[src/rtl/wd_pkg.sv]
package wd_pkg;
  localparam int WD_WORD_W = 32;
  localparam int WD_RUN_BIT = 8;
  localparam int WD_KEY_LO = 9;
  localparam int WD_KEY_W = 7;
  localparam int WD_KEY_HI = WD_KEY_LO + WD_KEY_W - 1;

  typedef logic [WD_KEY_W-1:0] wd_key_t;

  function automatic wd_key_t key_field(input logic [WD_WORD_W-1:0] w);
    return w[WD_KEY_HI:WD_KEY_LO];
  endfunction
endpackage

[src/rtl/wd_key_gate.sv]
module wd_key_gate
  import wd_pkg::*;
(
  input  logic                 clk,
  input  logic                 rst_n,
  input  logic                 wr_en,
  input  logic [WD_WORD_W-1:0] wr_data,
  output logic                 accept,
  output logic [WD_WORD_W-1:0] ctrl_q
);
  logic [WD_WORD_W-1:0] ctrl_d;
  logic                 armed;
  logic                 key_ok;

  always_comb begin
    armed  = ctrl_q[WD_RUN_BIT];
    key_ok = (key_field(wr_data) == ~key_field(ctrl_q));
    accept = wr_en & (~armed | key_ok);
    ctrl_d = accept ? wr_data : ctrl_q;
  end

  always_ff @(posedge clk or negedge rst_n) begin
    if (!rst_n) ctrl_q <= '0;
    else        ctrl_q <= ctrl_d;
  end
endmodule

[src/rtl/wd_down_counter.sv]
module wd_down_counter #(
  parameter int CNT_W = 8,
  parameter int GRACE = 10,
  localparam int CW = CNT_W + 1
) (
  input  logic             clk,
  input  logic             rst_n,
  input  logic             tick_en,
  input  logic             load,
  input  logic [CNT_W-1:0] load_val,
  input  logic             load_run,
  output logic [CW-1:0]    cnt_q,
  output logic             run_q,
  output logic             expire
);
  localparam logic [CW-1:0] GRACE_V = CW'(GRACE);
  localparam logic [CW-1:0] FULL_V  = CW'(1) << CNT_W;

  logic [CW-1:0] cnt_d;
  logic          run_d;
  logic [CW-1:0] load_cnt;
  logic          step;

  always_comb begin
    load_cnt = (load_val == '0) ? FULL_V : {1'b0, load_val};
    step     = tick_en & run_q & ~load;
    expire   = step & (cnt_q == CW'(1));
    cnt_d    = cnt_q;
    run_d    = run_q;
    if (load) begin
      cnt_d = load_cnt;
      run_d = load_run;
    end else if (expire) begin
      cnt_d = GRACE_V;
    end else if (step) begin
      cnt_d = cnt_q - CW'(1);
    end
  end

  always_ff @(posedge clk or negedge rst_n) begin
    if (!rst_n) begin
      cnt_q <= '0;
      run_q <= 1'b0;
    end else begin
      cnt_q <= cnt_d;
      run_q <= run_d;
    end
  end
endmodule

[src/rtl/wd_stage.sv]
module wd_stage (
  input  logic clk,
  input  logic rst_n,
  input  logic clear,
  input  logic expire,
  output logic nmi_q,
  output logic rst_req_q
);
  logic nmi_d;
  logic rst_req_d;

  always_comb begin
    nmi_d     = nmi_q;
    rst_req_d = rst_req_q;
    if (clear) begin
      nmi_d = 1'b0;
    end else if (expire) begin
      if (nmi_q) rst_req_d = 1'b1;
      else       nmi_d     = 1'b1;
    end
  end

  always_ff @(posedge clk or negedge rst_n) begin
    if (!rst_n) begin
      nmi_q     <= 1'b0;
      rst_req_q <= 1'b0;
    end else begin
      nmi_q     <= nmi_d;
      rst_req_q <= rst_req_d;
    end
  end
endmodule

[src/rtl/keyed_watchdog.sv]
module keyed_watchdog
  import wd_pkg::*;
#(
  parameter int CNT_W = 8,
  parameter int GRACE = 10,
  localparam int CW = CNT_W + 1
) (
  input  logic        clk,
  input  logic        rst_n,
  input  logic        tick_en,
  input  logic        wr_en,
  input  logic [31:0] wr_data,
  output logic        nmi,
  output logic        sys_rst_req
);
  logic [1:0]           rst_sync_q;
  logic                 rst_sync_n;
  logic                 accept;
  logic [WD_WORD_W-1:0] ctrl_q;
  logic [CW-1:0]        cnt_q;
  logic                 run_q;
  logic                 expire;

  always_ff @(posedge clk or negedge rst_n) begin
    if (!rst_n) rst_sync_q <= 2'b00;
    else        rst_sync_q <= {rst_sync_q[0], 1'b1};
  end
  assign rst_sync_n = rst_sync_q[1];

  wd_key_gate u_gate (
    .clk     (clk),
    .rst_n   (rst_sync_n),
    .wr_en   (wr_en),
    .wr_data (wr_data),
    .accept  (accept),
    .ctrl_q  (ctrl_q)
  );

  wd_down_counter #(.CNT_W(CNT_W), .GRACE(GRACE)) u_cnt (
    .clk      (clk),
    .rst_n    (rst_sync_n),
    .tick_en  (tick_en),
    .load     (accept),
    .load_val (wr_data[CNT_W-1:0]),
    .load_run (wr_data[WD_RUN_BIT]),
    .cnt_q    (cnt_q),
    .run_q    (run_q),
    .expire   (expire)
  );

  wd_stage u_stage (
    .clk       (clk),
    .rst_n     (rst_sync_n),
    .clear     (accept),
    .expire    (expire),
    .nmi_q     (nmi),
    .rst_req_q (sys_rst_req)
  );
endmodule

[config.mk]
export PLATFORM = sky130hd
export DESIGN_NAME = keyed_watchdog
export DESIGN_NICKNAME = d
export VERILOG_FILES = /design/src/rtl/wd_pkg.sv /design/src/rtl/wd_key_gate.sv /design/src/rtl/wd_down_counter.sv /design/src/rtl/wd_stage.sv /design/src/rtl/keyed_watchdog.sv
export SDC_FILE = /design/constraint.sdc
export NUM_CORES = 1
export LEC_CHECK = 0
export ABC_CLOCK_PERIOD_IN_PS = 900
export BUFFER_PORTS_ARGS = -buffer_cell sky130_fd_sc_hd__buf_2
export CAP_MARGIN = 5
export CORE_MARGIN = 5
export CORE_UTILIZATION = 48
export DETAILED_ROUTE_END_ITERATION = 8
export GPL_ROUTABILITY_DRIVEN = 0
export PLACE_DENSITY = 0.77
export SETUP_SLACK_MARGIN = 0.3
export SLEW_MARGIN = 20
export SYNTH_ARGS = -nofsm -noshare
export SYNTH_HDL_FRONTEND = slang
export SYNTH_SLANG_ARGS = --single-unit
[constraint.sdc]
create_clock -name clk -period 0.9 [get_ports clk]
set_clock_uncertainty 0.05 [all_clocks]
set_input_delay 0.045 -clock clk [delete_from_list [all_inputs] [get_ports clk]]
set_output_delay 0.045 -clock clk [all_outputs]
set_load 0.05 [all_outputs]
=== Word level (Yosys, flattened, before mapping) ===
Cells that the tools add are included.

* Word-level logic and storage cells: 27
* Register bits: 30
* Output and inout bits: 2

* Reduce and logical (&&, ||, !) cells: 4
* Bitwise operators: 8
* Mux-type cells: 6
* $add $sub $neg: 1
* Equal/unequal tests: 2

{| class="wikitable"
|+ Operator list
! kind !! number
|-
| 9-bit 2-to-1 mux || 4
|-
| 9-bit by 1-bit equality test with 1-bit output (second input constant) || 1
|-
| 9-bit by 1-bit subtractor with 9-bit output (second input constant) || 1
|-
| 8-bit logical NOT || 1
|-
| 7-bit equality test || 1
|-
| 7-bit NOT || 1
|-
| 1-bit bitwise AND || 4
|-
| 3-bit AND reduction || 1
|-
| 3-bit nonzero test || 1
|-
| 1-bit 2-to-1 mux || 2
|-
| 1-bit NOT || 2
|-
| 2-bit nonzero test || 1
|-
| 1-bit OR || 1
|}

=== Depth between registers and ports, before layout ===
* Word-level depth: 9
* Gate-level depth with buffers: 7
* Gate-level depth less buffers: 7

=== Cells and area by module ===
From an unflattened synthesis, not the netlist that was laid out.

* Cells, all modules: 167
* Area, all modules: 2120.8 um^2

{| class="wikitable"
|+ Modules (own cells, without submodules)
! module !! times used !! seq. area each (um^2) !! cells each !! area an instance (um^2)
|-
| wd_key_gate || 1 || 800.8 || 80 || 1293.7
|-
| wd_down_counter || 1 || 250.2 || 78 || 704.4
|-
| wd_stage || 1 || 50.0 || 6 || 68.8
|-
| keyed_watchdog || 1 || 50.0 || 3 || 53.8
|}

=== Worst setup path before layout ===
No wires, ideal clock.

* Kind: register to register
* Start point: register u_cnt.cnt_q[0]
* End point: register u_cnt.cnt_q[6]
* Arrival time: 1644 ps
* Cell stages (with the launch flop): 8
* Setup time: 125 ps
* Setup slack: -919 ps
* Path buffers: 0
* Cell sequence: dfrtp_1 inv_1 ha_1 nand3_1 nand2b_1 nor4_1 mux2_2 mux2_2

* Cells in the longest elaborated chain, start to end: 4
* Elaborated cells on any way between the ends: 7
* Those cells by class: 1 x add/sub; 1 x eq/ne; 3 x mux; 1 x bitwise; 1 x reduce/logical

{| class="wikitable"
|+ Ends and longest elaborated chain
! item !! RTL line !! source
|-
| start: declaration || wd_down_counter.sv:12 || <nowiki>output logic [CW-1:0] cnt_q,</nowiki>
|-
| start signal: assignment || wd_down_counter.sv:45 || <nowiki>cnt_q <= cnt_d;</nowiki>
|-
| 9-bit by 1-bit subtractor with 9-bit output / 9-bit by 1-bit equality test with 1-bit output (equally long branches) || wd_down_counter.sv:36, wd_down_counter.sv:27 ||
|-
| 9-bit 2-to-1 mux / 1-bit bitwise AND (equally long branches) || wd_down_counter.sv:35, wd_down_counter.sv:27 ||
|-
| 9-bit 2-to-1 mux || wd_down_counter.sv:33 || <nowiki>end else if (expire) begin</nowiki>
|-
| 9-bit 2-to-1 mux || wd_down_counter.sv:30 || <nowiki>if (load) begin</nowiki>
|}

Several ways; a longest one is shown, not always the timed one. The select of a mux whose other input is x is not followed.
A chain may end at the register's enable or synchronous reset.

=== Final worst setup path ===
* Start point: register u_cnt.cnt_q[1]
* End point: register u_cnt.cnt_q[5]

Same word-level chain as after synthesis.

==> results.md <==
Place:
- The area after detailed placement is 0.00142 mm2.
- During placement, the flow inserted port buffers numbering 21.
- Including well taps, the total number of placed cells is 171.
- The detailed placer's ending HPWL is 1.98 mm.

Yosys:
- Summed over all instances, the cell type with the most area after synthesis is dfrtp_1.
- The mapped cell area is 0.00110 mm2.
- Counting every net in the synthesized netlist gives 140.
- The average cell area after synthesis is 10.8 um2.
- The synthesized design contains 21 register bits.
- Synthesis produced a netlist whose cell count is 102.
- Synthesis instantiated 33 different standard cells from the library.
- The synthesized design contains 0 enable-type register cells.
- In the synthesized netlist the async set-or-reset flop fraction comes to 100%.
- The dominant synthesized flop cell is dfrtp_1.
- Summing the sequential cell areas from Yosys gives 47.6% of the chip area.
- After synthesis, the cell types taking the most area are dfrtp_1, mux2_1, mux2_2.
- In this run the biggest area consumer among cell types represents 47.6% of the synthesized area.
- The Yosys step of the flow raised 0 warnings.

Drt:
- The vias after detailed routing is 943.
- In the final routed layout, each cell accounts on average for 15.3 um.
- Using the TritonRoute via totals, the vias-per-cell ratio works out to 5.18.
- The count of antenna-violating nets left after detailed routing is 0.
- The first routing iteration left 4 violations.
- After detailed routing, the total wire length is 2.78 mm.
- The first detailed-routing pass ran for 4 iterations.
- The detailed-route DRC error count is 0.

Hold path:
- The kind of path behind the tightest hold check is input pin to flop.
- The sink of the worst hold path is u_cnt.cnt_q[3].
- The worst hold path passes through 2 cells.
- The origin of the worst min-delay path is wr_data[3].

Run status:
- The final reports fail on negative hold slack, negative setup slack.
- The run finished, with violations left.

Global routing:
- Global routing consumed, on the met1 layer, 23.8% of the routing resources.
- The initial antenna violation count is 0.
- The peak-usage layer in the global routing report is met2.
- The via count of the first global-routing pass is 1089.
- Entering global routing, the biggest net connects 20 pins.
- The total routing resource utilization after global routing is 18.6%.
- The met2 capacity usage during global routing is 31.0%.
- The total global routing overflow is 0.
- The global-route met3 utilization is 3.12%.
- The global-route wire length before repair is 4.82 mm.

Die:
- The floorplan step defined a die boundary enclosing 0.00336 mm2.
- The cell row count is 17.
- The initial utilization of the core area, before any placement, comes to 49.9%.
- The core footprint is 0.00221 mm2.
- The die is 58.0 um wide.
- The floorplan step set the die height to 58.0 um.
- 38 I/O pins were placed.

Critical path:
- The critical path launch point is u_cnt.cnt_q[1].
- STA classifies the critical path endpoint as a flop.
- The sort of element at the start of the critical path is a flop.
- The critical path is of the flop to flop type.
- The worst reg-to-reg path cell count is 6.
- The required time of the worst setup path is 1.05 ns.
- The worst register-to-register path begins at u_cnt.cnt_q[1].
- The endpoint identified for the worst register-to-register timing path is u_cnt.cnt_q[5].
- STA puts the critical path data arrival time at 2.00 ns.
- The highest fanout seen on the critical path is 2.
- The register-to-register setup slack is -0.96 ns.

Timing:
- The post-layout minimum cycle time is 1.86 ns.
- The worst setup margin is -0.957 ns.
- The final-report max-slew violation count is 0.
- Setup repair after global routing could not meet its margin everywhere.
- The number of hold violations in the final report was 18.
- After routing, the total negative slack on setup checks comes to -14.04 ns.
- The maximum achievable frequency is 538 MHz.
- The tightest hold path in the finished design has a slack of -0.0992 ns.
- The final setup violation count is 21.
- The fraction of the cycle the final worst path needs is 206%.

Pwr:
- The proportion of power drawn by flip-flops and latches is 39.4%.
- For this design the ratio of total power to cell area is 2730 mW/mm2.
- Of the total power, combinational logic draws 49.9%.
- The switching share of power is 36.1%.
- The share of power burned in the clock network is 10.7%.
- Across the VDD grid, the largest voltage drop is 1810 uV.
- The cell internal power dissipation is 0.00280 W.
- In this run the static leakage power is 0.742 nW.
- The net switching component of the power is 0.00158 W.

Cells and area:
- The number of antenna cells inserted is 0.
- Excluding fillers, the count of instances in the completed layout stands at 182.
- The number of filler instances in the final layout is 170.
- The multi-input combinational cell area is 643 um2.
- The area growth from synthesis to layout is 45.5%.
- The fraction of layout instances using a drive strength above 1 is 51.3%.
- The number of nets in the layout is 193.
- The area of all sequential standard cells is 533 um2.
- Once layout is complete, the utilization of the core stands at 72.6%.
- With fillers left out, the area of the finished cells amounts to 0.00161 mm2.

Clock tree:
- TritonCTS built the clock tree.
- The CTS buffer count is 3.
- The post-cts hold buffer count is 1.
- At the later pin of the worst-skew pair, clock insertion delay measures 0.31 ns.
- In this run the deepest clock path goes through 2 buffers.
- The cell chosen for the clock root is clkbuf_4.
- Counting every sink on the clock net gives 21.
- The total number of H-tree levels is 1.
- Clock-pin slew was measured on the worst setup and hold paths at 0.12 ns.

Flow run:
- Across the run, the number of max-cap violations was 0.
==> worst max-delay path by stage <==
stage | endpoint | slack, ns
after CTS | u_cnt.cnt_q[6] | -0.93
final | u_cnt.cnt_q[5] | -0.96
after global routing | u_cnt.cnt_q[5] | -1.03
after detailed placement | u_cnt.cnt_q[6] | -0.98
after global placement | u_cnt.cnt_q[6] | -0.91
after floorplan | u_cnt.cnt_q[6] | -0.92
==> per-layer routing <==
| metal | wire (um) | vias up |
|---|---|---|
| met4 | 14 | 0 |
| met1 | 1240 | 457 |
| met5 | 0 | - |
| li1 | - | 469 |
| met3 | 67 | 2 |
| met2 | 1460 | 15 |
==> timing repair <==
action	4_1_cts	5_1_grt
endpoints found under the hold margin	18	18
resized for setup	23	4
setup endpoints to repair	33	21
setup buffers	6	0
pin swaps	2	2
==> sequential cells by signal (all words and copies together), names as in the netlist <==
| register | cells |
|---|---|
| u_cnt.cnt_q | 9 |
| rst_sync_q | 2 |
| u_gate.ctrl_q | 8 |
| u_stage.rst_req_q | 1 |
| u_stage.nmi_q | 1 |
==> kinds of logic (layout without fill, tap and decap cells) <==
kind of cell | count (synthesis) | after routing | synth area share [%]
compound gates | 15 | 15 | 8.96
flops | 21 | 21 | 47.6
xor+xnor | 8 | 8 | 6.35
simple gates | 35 | 35 | 18.1
mux | 14 | 14 | 14.1
buf+inv | 6 | 58 | 2.27
fa+ha+maj | 2 | 2 | 2.27
other cells | 1 | 1 | 0.340
==> metrics by stage <==
stage          worst slack, ns  total power [W]
6_report                -0.957          0.00438
5_1_grt                  -1.03          0.00470
4_1_cts                 -0.930          0.00429
3_5_place_dp            -0.975          0.00350
3_3_place_gp            -0.909          0.00339
2_1_floorplan           -0.919          0.00271
==> worst max-delay path, cell delays in order, from the launching register on <==
cell and delay (ns):
dfrtp_1 0.41, buf_4 0.14, nor3_2 0.20, nand3_2 0.10, or3_1 0.32, mux2_2 0.26, mux2_2 0.26
==> cell type report <==
| type | instances | area share, % |
|---|---|---|
| clock buffer | 4 | 1.64 |
| inverter | 4 | 0.935 |
| multi-input combinational | 75 | 40.1 |
| sequential | 21 | 33.2 |
| tap | 28 | 2.18 |
| timing repair buffer | 50 | 22.0 |
==> synthesized netlist by cell type (3+ instances only) <==
cell and count:
a21oi_1 5, dfrtp_1 21, inv_1 4, mux2_1 6
mux2_2 6, nand2_1 8, nor2_1 6, nor4_1 6
o21ai_0 3, xor2_1 7
==> power by group through the flow <==
stage / Combinational, W / Clock, W / Sequential, W
after CTS: 0.00211 / 0.000476 / 0.00170
after global placement: 0.00172 / 0 / 0.00167
after detailed placement: 0.00179 / 0 / 0.00170
after floorplan: 0.00103 / 0 / 0.00167
final: 0.00219 / 0.000467 / 0.00173
after global routing: 0.00239 / 0.000529 / 0.00178
==> cells in the final DEF (no fill, tap or decap), types with 2 or more instances in the layout <==
master,count
buf_4,24
buf_2,19
dfrtp_1,17
nand2_1,8
xor2_1,7
mux2_4,6
nor2_1,6
buf_6,6
nor4_1,5
a21oi_1,5
inv_1,3
mux2_1,3
mux2_2,3
clkbuf_4,3
dfrtp_2,3
nand4_1,2
nand3_2,2
o21ai_1,2
mux2i_1,2
Power figures use the tool's default switching activity.
